$ cat src/rtl/uart_rxbuf_pkg.sv
// Shared types for the UART receive character buffer.
// Assumes: the mode encoding matches the 2-bit irq_sel port of the top.
package uart_rxbuf_pkg;

    typedef enum logic [1:0] {
        IRQ_EACH_A = 2'b00,
        IRQ_EACH_B = 2'b01,
        IRQ_THREE  = 2'b10,
        IRQ_FULL   = 2'b11
    } irq_mode_e;

    typedef struct packed {
        logic perr;
        logic ferr;
    } rx_err_t;

endpackage

$ cat src/rtl/rx_hold_stage.sv
// Single-character holding stage in front of the receive queue.
// It captures a finished character, offers it to the queue, and tracks the
// sticky overrun condition.
// Assumes: fifo_full is the registered occupancy state of the queue.
module rx_hold_stage
    import uart_rxbuf_pkg::*;
#(
    parameter int DATA_W = 9
) (
    input  logic              clk,
    input  logic              rst_n,
    input  logic              chr_stb,
    input  logic [DATA_W-1:0] chr_data,
    input  rx_err_t           chr_err,
    input  logic              fifo_full,
    input  logic              ovr_clr,
    output logic              hold_vld,
    output logic [DATA_W-1:0] hold_data,
    output rx_err_t           hold_err,
    output logic              push,
    output logic              overrun
);

    logic accept;
    logic collide;

    // Transfer the held character whenever the queue has room.
    assign push    = hold_vld && !fifo_full;
    // A new character is taken if the stage is free or empties this cycle.
    assign accept  = chr_stb && !overrun && (!hold_vld || push);
    // Full queue plus occupied stage plus new strobe means overrun.
    assign collide = chr_stb && !overrun && hold_vld && !push;

    // Holding register: capture new characters, release on transfer.
    always_ff @(posedge clk) begin
        if (!rst_n) begin
            hold_vld  <= 1'b0;
            hold_data <= '0;
            hold_err  <= '0;
        end else if (accept) begin
            hold_vld  <= 1'b1;
            hold_data <= chr_data;
            hold_err  <= chr_err;
        end else if (push) begin
            hold_vld  <= 1'b0;
        end
    end

    // Sticky overrun flag: set by a collision, cleared only by software.
    always_ff @(posedge clk) begin
        if (!rst_n) begin
            overrun <= 1'b0;
        end else if (collide) begin
            overrun <= 1'b1;
        end else if (ovr_clr) begin
            overrun <= 1'b0;
        end
    end

    p_ovr_cause_r8: assert property (@(posedge clk) disable iff (!rst_n)
        $rose(overrun) |-> $past(chr_stb && hold_vld && fifo_full));

    p_ovr_sticky_r9: assert property (@(posedge clk) disable iff (!rst_n)
        (overrun && !ovr_clr) |=> overrun);

    p_hold_kept_r9: assert property (@(posedge clk) disable iff (!rst_n)
        (hold_vld && fifo_full) |=> (hold_vld && $stable(hold_data)));

endmodule

$ cat src/rtl/rx_fifo.sv
// Receive queue with a registered "last read" value for empty reads.
// While the queue holds data, the outputs show its oldest entry. When it is
// empty, they show the entry most recently retired.
// Assumes: push is never asserted while full (the holding stage ensures it).
module rx_fifo
    import uart_rxbuf_pkg::*;
#(
    parameter int DATA_W = 9,
    parameter int DEPTH  = 4
) (
    input  logic              clk,
    input  logic              rst_n,
    input  logic              push,
    input  logic [DATA_W-1:0] wdata,
    input  rx_err_t           werr,
    input  logic              rd_stb,
    output logic [$clog2(DEPTH+1)-1:0] count,
    output logic              full,
    output logic              pop,
    output logic              avail,
    output logic [DATA_W-1:0] top_data,
    output rx_err_t           top_err
);

    localparam int PTR_W = (DEPTH > 1) ? $clog2(DEPTH) : 1;
    localparam int CNT_W = $clog2(DEPTH+1);

    logic [PTR_W-1:0]  wr_ptr;
    logic [PTR_W-1:0]  rd_ptr;
    logic [DATA_W-1:0] slot_data [DEPTH];
    rx_err_t           slot_err  [DEPTH];
    logic [DATA_W-1:0] last_data;
    rx_err_t           last_err;

    function automatic logic [PTR_W-1:0] ptr_next(input logic [PTR_W-1:0] p);
        return (p == PTR_W'(DEPTH-1)) ? '0 : p + 1'b1;
    endfunction

    assign full     = (count == CNT_W'(DEPTH));
    assign avail    = (count != '0);
    assign pop      = rd_stb && avail;
    assign top_data = avail ? slot_data[rd_ptr] : last_data;
    assign top_err  = avail ? slot_err[rd_ptr]  : last_err;

    // Storage slots, one writer process per slot.
    for (genvar g = 0; g < DEPTH; g++) begin : g_slot
        always_ff @(posedge clk) begin
            if (push && !full && wr_ptr == PTR_W'(g)) begin
                slot_data[g] <= wdata;
                slot_err[g]  <= werr;
            end
        end
    end

    // Pointers and occupancy bookkeeping.
    always_ff @(posedge clk) begin
        if (!rst_n) begin
            wr_ptr <= '0;
            rd_ptr <= '0;
            count  <= '0;
        end else begin
            if (push && !full) wr_ptr <= ptr_next(wr_ptr);
            if (pop)           rd_ptr <= ptr_next(rd_ptr);
            count <= count + CNT_W'(push && !full) - CNT_W'(pop);
        end
    end

    // Remember the retired word so an empty read returns it.
    always_ff @(posedge clk) begin
        if (!rst_n) begin
            last_data <= '0;
            last_err  <= '0;
        end else if (pop) begin
            last_data <= slot_data[rd_ptr];
            last_err  <= slot_err[rd_ptr];
        end
    end

    p_count_bound_r1: assert property (@(posedge clk) disable iff (!rst_n)
        count <= CNT_W'(DEPTH));

    p_drain_r2: assert property (@(posedge clk) disable iff (!rst_n)
        (pop && !push && count == CNT_W'(1)) |=> !avail);

    p_push_visible_r2: assert property (@(posedge clk) disable iff (!rst_n)
        (push && !avail) |=> avail);

    p_empty_read_r4: assert property (@(posedge clk) disable iff (!rst_n)
        (rd_stb && !avail && !push) |=> (!avail && $stable(top_data) && $stable(top_err)));

endmodule

$ cat src/rtl/rx_irq_gen.sv
// Receive interrupt pulse generator with selectable occupancy thresholds.
// Assumes: count is the queue occupancy before this cycle's push and pop.
module rx_irq_gen
    import uart_rxbuf_pkg::*;
#(
    parameter int DEPTH = 4
) (
    input  logic                       clk,
    input  logic                       rst_n,
    input  logic                       push,
    input  logic                       pop,
    input  logic [$clog2(DEPTH+1)-1:0] count,
    input  irq_mode_e                  mode,
    output logic                       rx_irq
);

    localparam int CNT_W = $clog2(DEPTH+1);
    localparam int OCC_W = CNT_W + 1;

    logic [OCC_W-1:0] occ_after;
    logic             fire;

    // Occupancy that the queue will have after this cycle.
    assign occ_after = OCC_W'(count) + OCC_W'(push) - OCC_W'(pop);

    // Decide whether this transfer meets the selected threshold.
    always_comb begin
        unique case (mode)
            IRQ_THREE: fire = push && (occ_after == OCC_W'(DEPTH-1));
            IRQ_FULL:  fire = push && (occ_after == OCC_W'(DEPTH));
            default:   fire = push;
        endcase
    end

    // Register the pulse so it lines up with the updated occupancy.
    always_ff @(posedge clk) begin
        if (!rst_n) rx_irq <= 1'b0;
        else        rx_irq <= fire;
    end

    p_each_irq_r5: assert property (@(posedge clk) disable iff (!rst_n)
        ($past(push) && !$past(mode[1])) |-> rx_irq);

    p_three_irq_r6: assert property (@(posedge clk) disable iff (!rst_n)
        (rx_irq && $past(mode) == IRQ_THREE) |-> (count == CNT_W'(DEPTH-1)));

    p_full_irq_r7: assert property (@(posedge clk) disable iff (!rst_n)
        (rx_irq && $past(mode) == IRQ_FULL) |-> (count == CNT_W'(DEPTH)));

endmodule

$ cat src/rtl/uart_rx_buffer.sv
// UART receive character buffer: a holding stage, a queue, and an interrupt
// generator. Characters arrive as one-cycle strobes at stop-bit detection.
// Assumes: rd_stb and ovr_clr are single-cycle pulses from the bus side.
module uart_rx_buffer
    import uart_rxbuf_pkg::*;
#(
    parameter int DATA_W = 9,
    parameter int DEPTH  = 4
) (
    input  logic              clk,
    input  logic              rst_n,
    input  logic              chr_stb,
    input  logic [DATA_W-1:0] chr_data,
    input  logic              chr_perr,
    input  logic              chr_ferr,
    input  logic              rd_stb,
    input  logic [1:0]        irq_sel,
    input  logic              ovr_clr,
    output logic              rx_avail,
    output logic [DATA_W-1:0] rx_data,
    output logic              rx_perr,
    output logic              rx_ferr,
    output logic              rx_irq,
    output logic              rx_overrun
);

    localparam int CNT_W = $clog2(DEPTH+1);

    rx_err_t           in_err;
    rx_err_t           hold_err;
    rx_err_t           top_err;
    logic              hold_vld;
    logic [DATA_W-1:0] hold_data;
    logic              push;
    logic              pop;
    logic              full;
    logic [CNT_W-1:0]  count;

    assign in_err  = '{perr: chr_perr, ferr: chr_ferr};
    assign rx_perr = top_err.perr;
    assign rx_ferr = top_err.ferr;

    rx_hold_stage #(.DATA_W(DATA_W)) u_hold (
        .clk       (clk),
        .rst_n     (rst_n),
        .chr_stb   (chr_stb),
        .chr_data  (chr_data),
        .chr_err   (in_err),
        .fifo_full (full),
        .ovr_clr   (ovr_clr),
        .hold_vld  (hold_vld),
        .hold_data (hold_data),
        .hold_err  (hold_err),
        .push      (push),
        .overrun   (rx_overrun)
    );

    rx_fifo #(.DATA_W(DATA_W), .DEPTH(DEPTH)) u_fifo (
        .clk      (clk),
        .rst_n    (rst_n),
        .push     (push),
        .wdata    (hold_data),
        .werr     (hold_err),
        .rd_stb   (rd_stb),
        .count    (count),
        .full     (full),
        .pop      (pop),
        .avail    (rx_avail),
        .top_data (rx_data),
        .top_err  (top_err)
    );

    rx_irq_gen #(.DEPTH(DEPTH)) u_irq (
        .clk    (clk),
        .rst_n  (rst_n),
        .push   (push),
        .pop    (pop),
        .count  (count),
        .mode   (irq_mode_e'(irq_sel)),
        .rx_irq (rx_irq)
    );

    p_held_moves_r10: assert property (@(posedge clk) disable iff (!rst_n)
        (hold_vld && !full && !chr_stb) |=> (!hold_vld && rx_avail));

endmodule

$ cat config.mk
export PLATFORM = sky130hd
export DESIGN_NAME = uart_rx_buffer
export DESIGN_NICKNAME = d
export VERILOG_FILES = /design/src/rtl/uart_rxbuf_pkg.sv /design/src/rtl/rx_hold_stage.sv /design/src/rtl/rx_fifo.sv /design/src/rtl/rx_irq_gen.sv /design/src/rtl/uart_rx_buffer.sv
export SDC_FILE = /design/constraint.sdc
export NUM_CORES = 1
export LEC_CHECK = 0
export BUFFER_PORTS_ARGS = -buffer_cell sky130_fd_sc_hd__buf_4
export CAP_MARGIN = 20
export CORE_AREA = 8 8 92 94
export CTS_CLUSTER_DIAMETER = 30
export CTS_CLUSTER_SIZE = 30
export DETAILED_ROUTE_END_ITERATION = 8
export DIE_AREA = 0 0 100 102
export PLACE_DENSITY_LB_ADDON = 0.2
export SLEW_MARGIN = 20
export SYNTH_ARGS = -nofsm -noshare
export SYNTH_HDL_FRONTEND = slang
export SYNTH_SLANG_ARGS = --single-unit
$ cat constraint.sdc
create_clock -name clk -period 6.5 [get_ports clk]
set_input_delay 0.975 -clock clk [delete_from_list [all_inputs] [get_ports clk]]
set_output_delay 0.975 -clock clk [all_outputs]
set_load 0.02 [all_outputs]
### Word level (Yosys, flattened, before mapping)

Memories as Yosys holds them, arrays and structs flattened. A register that Yosys moved wholly into a read port is not among the register bits.
Cells that the tools add are included.

* bits in writable memories: 44
* flip-flop bits (word level): 32
* output and inout port bits: 14
* memories kept: 2
* input bits: 18
* logic and storage cells: 96

Memory list
* u_fifo.slot_data: words 4, width 9, rd ports 1, clocked after memory_dff 1, write ports 1, RTL line rx_fifo.sv:30 `logic [DATA_W-1:0] slot_data [DEPTH];`
* u_fifo.slot_err: words 4, width 2, rd ports 1, clocked after memory_dff 1, write ports 1, RTL line rx_fifo.sv:31 `rx_err_t slot_err [DEPTH];`

* reductions and logical operators: 28
* mux-type cells: 39
* equality and inequality tests: 9
* $add $sub $neg: 6

Operators with widths (number)
* 2-to-1 mux 9 bit: 4
* 2-to-1 mux 2 bit: 16
* OR reduction 9 bit: 3
* 2-to-1 mux 1 bit: 18
* logical AND 1 bit: 13
* == test 2 bit (second input constant): 5
* OR reduction 2 bit: 3
* adder 2 x 1 -> 2 bit (second input constant): 2
* adder 3 x 1 -> 4 bit: 1
* == test 4 x 2 -> 1 bit (second input constant): 1
* == test 4 x 3 -> 1 bit (second input constant): 1
* zero test 1 bit: 4
* nonzero test 2 bit: 2
* subtractor 4 x 1 -> 4 bit: 1
* adder 3 x 1 -> 3 bit: 1
* == test 3 bit (second input constant): 1
* nonzero test 3 bit: 1
* subtractor 3 x 1 -> 3 bit: 1
* == test 2 x 1 -> 1 bit (second input constant): 1
* zero test 2 bit: 1
* one-hot mux 1 bit (2 select lines): 1
* logical OR 1 bit: 1

### Longest topological paths before layout

Gate-level depths: netlist (run 1).

* word-level depth: 11
* depth in mapped cells: 12

### Hierarchy

Synthesis (run 1) repeated with hierarchy kept, for this count alone.

* cell total of the unflattened synthesis: 237
* area total of the unflattened synthesis: 3324.4 um^2

Modules (own cells, without submodules)
* rx_fifo: times used 1, cells an instance 158, area each 2571.2 um^2
* rx_hold_stage: times used 1, cells an instance 57, area each 561.8 um^2
* rx_irq_gen: times used 1, cells an instance 22, area each 191.4 um^2

### Worst setup path before layout (run 1)

No wires, ideal clock.

* path kind: input -> register
* from: input port rd_stb
* to: register u_irq.rx_irq
* data arrival time: 2.686 ns
* setup slack: 3.739 ns
* library setup time: 0.075 ns
* stages: 9
* required time: 6.425 ns
* path through: and2_4 nand2b_1 nand2_1 ha_1 fa_1 or3b_2 mux2i_1 nand3_1 o22ai_1

* word-level cells in the longest chain between the ends: 5

RTL lines
* start, declared: RTL line uart_rx_buffer.sv:16 `input logic rd_stb,`
* logical AND 1 bit *: RTL line rx_fifo.sv:41 `assign pop = rd_stb && avail;`
* subtractor 4 x 1 -> 4 bit *: RTL line rx_irq_gen.sv:24 `assign occ_after = OCC_W'(count) + OCC_W'(push) - OCC_W'(pop);`
* == test 4 x 3 -> 1 bit or == test 4 x 2 -> 1 bit (tied branches): RTL line rx_irq_gen.sv:30, rx_irq_gen.sv:29
* logical AND 1 bit, on equally long branches: RTL line rx_irq_gen.sv:30, rx_irq_gen.sv:29
* one-hot mux 1 bit (2 select lines) *: RTL line rx_irq_gen.sv:28 `unique case (mode)`
* end signal, assigned: RTL line rx_irq_gen.sv:38 `else rx_irq <= fire;`
* end, declared: RTL line rx_irq_gen.sv:14 `output logic rx_irq`

Every way passes the cells marked *; elsewhere a longest branch is shown, timed or not.
A chain may end at the register's enable or synchronous reset.

==> summary.md, run 1 <==
| Metric | Value |
|---|---|
| ANT nets after route | 0 |
| Hold Crit Endpoint | u_fifo.last_data[0]$_SDFFE_PN0P_ |
| FFs w/ async S/R, synth | 0% |
| Vias in the first global route | 1882 |
| Non-Filler Instances | 364 |
| Hold Path Cell Cnt | 2 |
| H-tree depth | 3 |
| Cells after Synth | 229 |
| Final Cycle Share | 49.7% |
| Fillcell total | 614 |
| Max FO, Critical Path | 11 |
| GP Congestion | 0.717 |
| Final hold violations | 0 |
| DRC viols | 0 |
| Clock share of power | 23.3% |
| DIE AREA | 10200 um^2 |
| I/O pins | 32 |
| Worst reg-to-reg path cell count | 10 |
| Fin util | 54.1% |
| Cell taking the most area after synthesis | edfxtp_1 |
| Unique masters post-synth | 36 |
| Post-synthesis register bit count | 78 |
| PostCTS Resize Cnt | 0 |
| Layout cells sized above 1 | 30.6% |
| Layout area overhead | 13.5% |
| Worst r2r dst | u_irq.rx_irq$_SDFF_PN0_ |
| Worst Setup Start Kind | flop |
| Nets | 289 |
| Register area | 2000 um^2 |
| Post-synthesis sequential area ratio | 59.5% |
| Deepest clock path buffer count | 2 |
| Leak Pwr | 1.42 nW |
| Starting DRT DRC Count | 122 |
| Postcts setup bufs | 0 |
| Starting Density | 47.7% |
| Largest net degree at the start of global routing | 36 |
| Status | completed |
| CP Class | reg -> out |
| WL final | 5.78 mm |
| Slew @ Worst Pin | 0.856 ns |
| Setup TNS | 0 ns |
| Inst Count DP | 348 |
| CTS tree | built |
| Hold Path Origin | u_fifo.last_data[0]$_SDFFE_PN0P_ |
| Syn Nets | 258 |
| RSZ-0062 raised after global routing | false |
| Net Switching | 0.492 mW |
| Die height | 102 um |
| Minimum clock period | 3.23 ns |
| FMAX | 309 MHz |
| Max Cap Viol | 0 |
| Synth area leaders | edfxtp_1 (39%), dfxtp_1 (20%), mux4_2 (7.4%), mux2i_1 (4.2%), mux2_4 (4.0%) |
| Final global-route overflow total | 0 |
| Yosys warns | 0 |
| Syn Std Cell Area | 3370 um^2 |
| Sequential Power Share | 41.1% |
| Internal Power | 1.03 mW |
| Cell Rows | 31 |
| Setup Viol. Count Final | 0 |
| CTS Sinks | 78 |
| Cts bufs inserted | 9 |
| Core footprint | 7060 um^2 |
| Reg2reg setup slack | 3.29 ns |
| Skew-Pair Late Insertion Delay | 0.35 ns |
| Switch share | 32.4% |
| Multi-input gate area | 1250 um^2 |
| Hold Crit Class | reg -> reg |
| Max VDD drop | 0.000127 V |
| Post-Route Skew | 0.0127 ns |
| Vias/cell | 4.91 |
| First-pass GRT wire length | 9.58 mm |
| Hold buffers post-CTS | 0 |
| IO buf count | 31 |
| Critical R2R Launch | u_fifo.count[0]$_SDFF_PN0_ |
| CP arrival | 2.26 ns |
| DIE WIDTH | 100 um |
| Routed length per instance | 15.9 um |
| Power per cell area | 398 nW/um^2 |
| CTS root buf | clkbuf_8 |
| Synth Flop Type | edfxtp_1 |
| Mapped Avg Cell Area | 14.7 um^2 |
| ANT cells | 0 |
| Top-area cell type share of the netlist area | 39.2% |
| Worst EP required | 5.52 ns |
| Worst Setup End Kind | output pin |
| Via Count | 1788 |
| Clock Pin Slew Worst Setup and Hold Paths | 0.08 ns |
| Slew HR | 42.7% |
| Post-synth EDFFs | 44 |
| Router iterations before antenna repair | 4 |
| Initial antenna violation count | 0 |
| Total track usage | 12.6% |
| Slew Viols, Final | 0 |
| HPWL after DPL | 3.76 mm |
| Logic pwr share | 35.6% |
stage by stage:
stage          worst slack [ns]  cell area (um^2)  hold slack (ns)  power, mW
2_1_floorplan              3.74              3370            0.433       1.07
3_3_place_gp               3.35              3630            0.438       1.17
3_5_place_dp               3.27              3630            0.452       1.19
4_1_cts                    3.20              3820            0.463       1.54
5_1_grt                    3.04              3820            0.481       1.62
6_report                   3.27              3820            0.459       1.52
synth_stat cells, types with 6 or more instances:
cell type and count:
edfxtp_1 44, dfxtp_1 34, nand2_1 28, nor2b_1 16
mux2i_1 14, mux4_2 11, ha_1 9, mux2_4 9
a21boi_2 7, and2_1 6
power groups by stage:
stage,logic [mW],registers (mW),clock network (mW)
2_1_floorplan,0.461,0.612,0
3_3_place_gp,0.542,0.632,0
3_5_place_dp,0.550,0.637,0
4_1_cts,0.552,0.626,0.361
5_1_grt,0.599,0.633,0.385
6_report,0.542,0.624,0.354
layout by cell type, fill, tap and decap left out, types with 3 or more instances in the layout:
| cell type | n |
|---|---|
| a21boi_2 | 7 |
| a21boi_1 | 3 |
| clkbuf_8 | 9 |
| ha_1 | 9 |
| nand2_1 | 28 |
| mux2i_1 | 14 |
| inv_1 | 5 |
| a21boi_0 | 5 |
| and2_1 | 6 |
| mux2_4 | 9 |
| edfxtp_1 | 44 |
| buf_4 | 31 |
| dfxtp_1 | 34 |
| nor2b_1 | 16 |
| mux4_2 | 11 |
layer usage:
| metal | vias to the layer above | part of all wire (%) | track usage (%) |
|---|---|---|---|
| met3 | 10 | 3.9 | 3.88 |
| met5 | - | 0 | 0 |
| met2 | 32 | 46 | 19.5 |
| met4 | 0 | 1.9 | 6.16 |
| li1 | 882 | - | - |
| met1 | 864 | 48 | 15.7 |
worst max-delay path by stage:
stage                               to  slack [ns]  cells past startpoint
6_report                    rx_data[3]        3.27                      3
4_1_cts                     rx_data[3]        3.20                      3
5_1_grt        u_irq.rx_irq$_SDFF_PN0_        3.04                     10
3_3_place_gp   u_irq.rx_irq$_SDFF_PN0_        3.35                     10
2_1_floorplan  u_irq.rx_irq$_SDFF_PN0_        3.74                      9
3_5_place_dp   u_irq.rx_irq$_SDFF_PN0_        3.27                     10
layout make-up:
class,count,share of cell area [%]
inverter,5,0.491
clock inverter,6,1.67
multi-input combinational,135,32.8
tap,99,3.24
clock buffer,10,3.34
sequential,78,52.4
timing repair buffer,31,6.09
logic make-up (layout without fill, tap and decap cells):
kind of cell	count (synthesis)	in the layout	synth area share (%)
buf+inv	16	52	3.38
compound gates	22	22	5.57
fa+ha+maj	11	11	4.53
mux	36	36	16.2
flops	78	78	59.5
simple gates	63	63	10.1
xor+xnor	3	3	0.781
worst max-delay path: stages (launching register included):
cell,delay (ns)
dfxtp_1,0.83
mux4_2,0.65
mux2_4,0.28
buf_4,0.16
registers in the layout, summed over array words and instances, names as in the netlist, named ones only:
name	cells
u_fifo.slot_err	8
u_fifo.last_err	2
u_fifo.rd_ptr	2
u_fifo.wr_ptr	2
u_fifo.last_data	9
u_fifo.count	3
u_hold.hold_err	2
u_fifo.slot_data	36
u_hold.overrun	1
u_hold.hold_vld	1
u_irq.rx_irq	1
u_hold.hold_data	9
No activity file was read; power rests on OpenSTA's default activity.
==> run 2, diff against run 1 <==
==> constraint.sdc (replaced) <==
create_clock -name clk -period 3.03 [get_ports clk]
set_input_delay 0.4545 -clock clk [delete_from_list [all_inputs] [get_ports clk]]
set_output_delay 0.4545 -clock clk [all_outputs]
set_load 0.02 [all_outputs]
==> summary.md, run 2 (synthesized netlist as in run 1, its figures left out) <==
| Metric | Value |
|---|---|
| Max FO, Critical Path | 13 (+2) |
| CTS tree | built |
| Final hold violations | 0 (unchanged) |
| Nets | 291 (+0.69%) |
| Leak Pwr | 1.42 nW (+0.16%) |
| Vias in the first global route | 1824 (-3.1%) |
| CTS root buf | clkbuf_8 |
| Worst reg-to-reg path cell count | 10 (unchanged) |
| Core footprint | 7060 um^2 (unchanged) |
| Setup TNS | 0 ns (unchanged) |
| GP Congestion | 0.721 (+0.54%) |
| Hold_ws | 0.320 ns (-0.140 ns) |
| Deepest clock path buffer count | 2 (unchanged) |
| Worst EP required | 3.29 ns (-2.23 ns) |
| Layout cells sized above 1 | 30.7% (+0.15 points) |
| RSZ-0062 raised after global routing | false |
| First-pass GRT wire length | 9.20 mm (-4.0%) |
| Power per cell area | 829 nW/um^2 (+110%) |
| CP Class | reg -> reg |
| Clock Pin Slew Worst Setup and Hold Paths | 0.07 ns (about the same) |
| Worst Setup End Kind | flop |
| Slew @ Worst Pin | 0.793 ns (-0.0627 ns) |
| I/O pins | 32 (unchanged) |
| Critical path buffers and inverters | 0 (-1) |
| CP max stage delay | 0.47 ns (-0.36 ns) |
| CTS Sinks | 78 (unchanged) |
| Top Registers | u_fifo.slot_data (36), u_fifo.last_data (9), u_hold.hold_data (9) |
| Status | completed |
| Cts bufs inserted | 9 (unchanged) |
| DIE WIDTH | 100 um (unchanged) |
| H-tree depth | 3 (unchanged) |
| Initial antenna violation count | 0 (unchanged) |
| Largest net degree at the start of global routing | 36 (unchanged) |
| Minimum clock period | 2.80 ns |
| Router iterations before antenna repair | 4 (unchanged) |
| Routed length per instance | 15.3 um (-3.3%) |
| Die height | 102 um (unchanged) |
| Worst Setup Start Kind | flop |
| HPWL after DPL | 3.77 mm (+0.38%) |
| Hold Crit Class | in -> reg |
| Slowest-stage cell, CP | or3b_2 |
| Post-Layout Inst Area | 3810 um^2 (-0.33%) |
| Final global-route overflow total | 0 (unchanged) |
| ANT nets after route | 0 (unchanged) |
| Final Cycle Share | 92.3% |
| Setup Viol. Count Final | 0 (unchanged) |
| Max reg flops | 36 (unchanged) |
| Hold Path Cell Cnt | 2 (unchanged) |
| Slew HR | 46.9% (+4.2 points) |
| Post-Route Skew | 0.00767 ns (-0.00507 ns) |
| Placement Setup Slack | 0.177 ns (-3.09 ns) |
| Critical path depth in cells | 10 (+7) |
| Postcts setup bufs | 0 (unchanged) |
| Placement Cell Area | 3640 um^2 (+0.41%) |
| IO buf count | 31 (unchanged) |
| Slew Viols, Final | 0 (unchanged) |
| Most frequent cells in the layout | edfxtp_1 (44), dfxtp_1 (34), buf_4 (33) |
| WL final | 5.62 mm (-2.8%) |
| CP arrival | 3.05 ns (+0.79 ns) |
| Crit path cell chain | or3_4 -> and2_4 -> nand2b_1 -> nand2_1 -> ha_1 -> fa_1 -> or3b_2 -> mux2i_1 -> nand3_1 -> o22ai_1 |
| Commonest non-fill, non-tap cell in the layout | edfxtp_1 |
| Cell Rows | 31 (unchanged) |
| Max Cap Viol | 0 (unchanged) |
| Total power draw | 3.16 mW (+110%) |
| Hold buffers post-CTS | 0 (unchanged) |
| Crit path max-delay family | simple AND/OR/NAND/NOR gates |
| FMAX | 358 MHz |
| Max VDD drop | 0.000313 V (+150%) |
| Vias/cell | 4.93 (+0.45%) |
| Starting DRT DRC Count | 64 (-48%) |
| Skew-Pair Late Insertion Delay | 0.33 ns (-0.02 ns) |
| Total track usage | 12.1% (-0.52 points) |
| Via Count | 1806 (+1.0%) |
| DIE AREA | 10200 um^2 (unchanged) |
| Starting Density | 47.7% (unchanged) |
| ANT cells | 0 (unchanged) |
| Largest Register | u_fifo.slot_data |
| Setup ws final | 0.234 ns (-3.03 ns) |
| DRC viols | 0 (unchanged) |
| Layout area overhead | 13.1% |
[run 2: cell types whose count changed in the layout (fill, tap and decap cells not counted), sizes merged]
cell      before  now
buf           31   33
bufinv         1    0
clkbuf        10   11
clkinv         3    5
clkinvlp       2    0
[run 2: what timing repair did]
action                     CTS  global route
setup endpoints to repair    0             1
gates resized for setup      0             1
hold endpoints to repair     0             0
[run 2: through the flow]
stage | utilization [%] | cells
5_1_grt | 53.9 | 366
4_1_cts | 53.9 | 366
3_5_place_dp | 51.6 | 350
6_report | 53.9 | 366
3_3_place_gp | 51.6 | 350
2_1_floorplan | - | 229
[run 2: power by group]
group / internal [mW] / leakage (nW) / switching, mW
clock: 0.292 / 0.0845 / 0.347
sequential: 1.24 / 0.686 / 0.0777
combinational: 0.610 / 0.652 / 0.595
total: 2.14 / 1.42 / 1.02
[run 2: worst paths after layout]
check	from	end	slack [ns]
setup reg to reg	u_fifo.count[0]$_SDFF_PN0_	u_irq.rx_irq$_SDFF_PN0_	0.23
hold reg to reg	u_fifo.last_data[8]$_SDFFE_PN0P_	u_fifo.last_data[8]$_SDFFE_PN0P_	0.46
hold / removal	irq_sel[1]	u_irq.rx_irq$_SDFF_PN0_	0.32
setup / recovery	u_fifo.count[0]$_SDFF_PN0_	u_irq.rx_irq$_SDFF_PN0_	0.23
[run 2: layout make-up]
cell class,instances,area [um^2]
sequential,78,2000
inverter,5,18.8
tap,99,124
timing repair buffer,33,248
clock inverter,5,27.5
multi-input combinational,135,1260
fill,640,3250
clock buffer,11,131
[run 2: layer usage]
metal	global-route usage, %	vias to the layer above	wire length [um]
met5	0	-	0
met2	19.4	34	2730
li1	-	890	-
met1	14.1	875	2540
met3	4.22	7	258
met4	6.05	0	86
==> run 3, diff against run 2 <==
==> constraint.sdc (replaced) <==
create_clock -name clk -period 2.94 [get_ports clk]
set_input_delay 0.441 -clock clk [delete_from_list [all_inputs] [get_ports clk]]
set_output_delay 0.441 -clock clk [all_outputs]
set_load 0.02 [all_outputs]
==> summary.md, run 3 (synthesized netlist as in run 1, its figures left out) <==
| Metric | Value |
|---|---|
| Status | completed |
| Leak Pwr | 1.44 nW (+1.4%) |
| Power per cell area | 890 nW/um^2 (+7.3%) |
| PostCTS Resize Cnt | 0 (unchanged) |
| Final Cycle Share | 93.8% (+1.5 points) |
| GP Congestion | 0.715 (-0.82%) |
| ANT nets after route | 0 (unchanged) |
| Max reg flops | 36 (unchanged) |
| ANT cells | 0 (unchanged) |
| Top Registers | u_fifo.slot_data (36), u_fifo.last_data (9), u_hold.hold_data (9) |
| Clock Pin Slew Worst Setup and Hold Paths | 0.07 ns (about the same) |
| Total power draw | 3.43 mW (+8.7%) |
| Deepest clock path buffer count | 2 (unchanged) |
| Largest Register | u_fifo.slot_data |
| Vias in the first global route | 1828 (+0.22%) |
| Setup ws final | 0.183 ns (-0.0511 ns) |
| Setup Viol. Count Final | 0 (unchanged) |
| Slew Viols, Final | 0 (unchanged) |
| Fillcell total | 621 (-3.0%) |
| I/O pins | 32 (unchanged) |
| Final global-route overflow total | 0 (unchanged) |
| Multi-input gate area | 1250 um^2 (-0.40%) |
| Nets | 292 (+0.34%) |
| Max FO, Critical Path | 13 (unchanged) |
| Worst Setup Start Kind | flop |
| Fin util | 54.7% (+0.73 points) |
| Slew @ Worst Pin | 0.816 ns (+0.0227 ns) |
| CTS tree | built |
| Max Cap Viol | 0 (unchanged) |
| Routed length per instance | 15.1 um (-1.8%) |
| Router iterations before antenna repair | 4 (unchanged) |
| Layout area overhead | 14.6% |
| Commonest non-fill, non-tap cell in the layout | edfxtp_1 |
| Largest net degree at the start of global routing | 36 (unchanged) |
| Hold_ws | 0.301 ns (-0.0185 ns) |
| Die height | 102 um (unchanged) |
| Placement Setup Slack | 0.178 ns (+0.00101 ns) |
| FMAX | 363 MHz (+1.4%) |
| DIE WIDTH | 100 um (unchanged) |
| Worst EP required | 3.20 ns (-0.09 ns) |
| Minimum clock period | 2.76 ns (-0.0389 ns) |
| Final hold violations | 0 (unchanged) |
| Layout cells sized above 1 | 30.6% (-0.11 points) |
| HPWL after DPL | 3.71 mm (-1.7%) |
| Slowest-stage cell, CP | or3b_2 |
| Postcts setup bufs | 0 (unchanged) |
| Cts bufs inserted | 9 (unchanged) |
| Hold buffers post-CTS | 0 (unchanged) |
| Critical path buffers and inverters | 0 (unchanged) |
| Starting DRT DRC Count | 118 (+84%) |
| CTS root buf | clkbuf_8 |
| RSZ-0062 raised after global routing | false |
| Worst Setup End Kind | flop |
| Skew-Pair Late Insertion Delay | 0.34 ns (about the same) |
| Slew HR | 45.4% (-1.5 points) |
| Starting Density | 47.7% (unchanged) |
| WL final | 5.53 mm (-1.6%) |
| DIE AREA | 10200 um^2 (unchanged) |
| Core footprint | 7060 um^2 (unchanged) |
| Most frequent cells in the layout | edfxtp_1 (44), dfxtp_1 (34), buf_4 (34) |
| Max VDD drop | 0.000325 V (+3.9%) |
| Via Count | 1791 (-0.83%) |
| CP Class | reg -> reg |
| Total track usage | 11.9% (-0.12 points) |
| Vias/cell | 4.88 (-1.1%) |
| Crit path max-delay family | simple AND/OR/NAND/NOR gates |
| Initial antenna violation count | 0 (unchanged) |
| CP arrival | 3.02 ns (-0.03 ns) |
| Post-Route Skew | 0.00978 ns (+0.00210 ns) |
| Setup TNS | 0 ns (unchanged) |
| H-tree depth | 3 (unchanged) |
| CTS Sinks | 78 (unchanged) |
| Hold Crit Class | in -> reg |
| Cell Rows | 31 (unchanged) |
| DRC viols | 0 (unchanged) |
| First-pass GRT wire length | 9.27 mm (+0.75%) |
| Crit path cell chain | or3_1 -> and2_4 -> nand2b_1 -> nand2_1 -> ha_1 -> fa_1 -> or3b_2 -> mux2i_1 -> nand3_1 -> o22ai_1 |
| CP max stage delay | 0.47 ns (about the same) |
| IO buf count | 31 (unchanged) |
| Register area | 2000 um^2 (unchanged) |
## run 3: cell types whose count changed in the layout (fill, tap and decap cells not counted)
cell        delta
clkinv_2       -2
buf_4          +1
clkinvlp_4     +1
or3_1          +1
clkbuf_1       +1
bufinv_16      +2
clkinv_4       -1
clkinv_1       -1
or3_4          -1
## run 3: area by class of cell
class                   count  area share (%)
flip-flops and latches     78            51.9
multi-input cells         135            32.4
repair buffers             34            6.61
clock buffers              12            3.50
well taps                  99            3.21
clock inverters             4            1.88
inverters                   5           0.486
## run 3: through the flow
stage | instances | area (um^2)
final | 367 | 3860
after global placement | 351 | 3650
after global routing | 367 | 3860
after detailed placement | 351 | 3650
after floorplan | 229 | 3370
after CTS | 367 | 3860
## run 3: worst reg2reg max path, stage by stage, from the launching register on
cell and delay [ns]:
dfxtp_1 0.36, or3_1 0.40, and2_4 0.22, nand2b_1 0.15
nand2_1 0.07, ha_1 0.21, fa_1 0.45, or3b_2 0.47
mux2i_1 0.14, nand3_1 0.09, o22ai_1 0.12
## run 3: final timing paths
path | startpoint | to | slack [ns] | cells past startpoint
setup reg to reg | u_fifo.count[0]$_SDFF_PN0_ | u_irq.rx_irq$_SDFF_PN0_ | 0.18 | 10
hold / removal | irq_sel[1] | u_irq.rx_irq$_SDFF_PN0_ | 0.30 | 2
setup / recovery | u_fifo.count[0]$_SDFF_PN0_ | u_irq.rx_irq$_SDFF_PN0_ | 0.18 | 10
hold reg to reg | u_fifo.last_data[8]$_SDFFE_PN0P_ | u_fifo.last_data[8]$_SDFFE_PN0P_ | 0.46 | 2
## run 3: power breakdown
part / internal, mW / switching, mW
sequential: 1.27 / 0.0770
combinational: 0.627 / 0.615
clock: 0.478 / 0.363
## run 3: metal layers
metal / wire [um] / vias up / global-route usage, %
li1: - / 890 / -
met1: 2670 / 863 / 14.9
met2: 2540 / 32 / 18.6
met3: 256 / 6 / 3.68
met4: 65 / 0 / 5.58
met5: 0 / - / 0
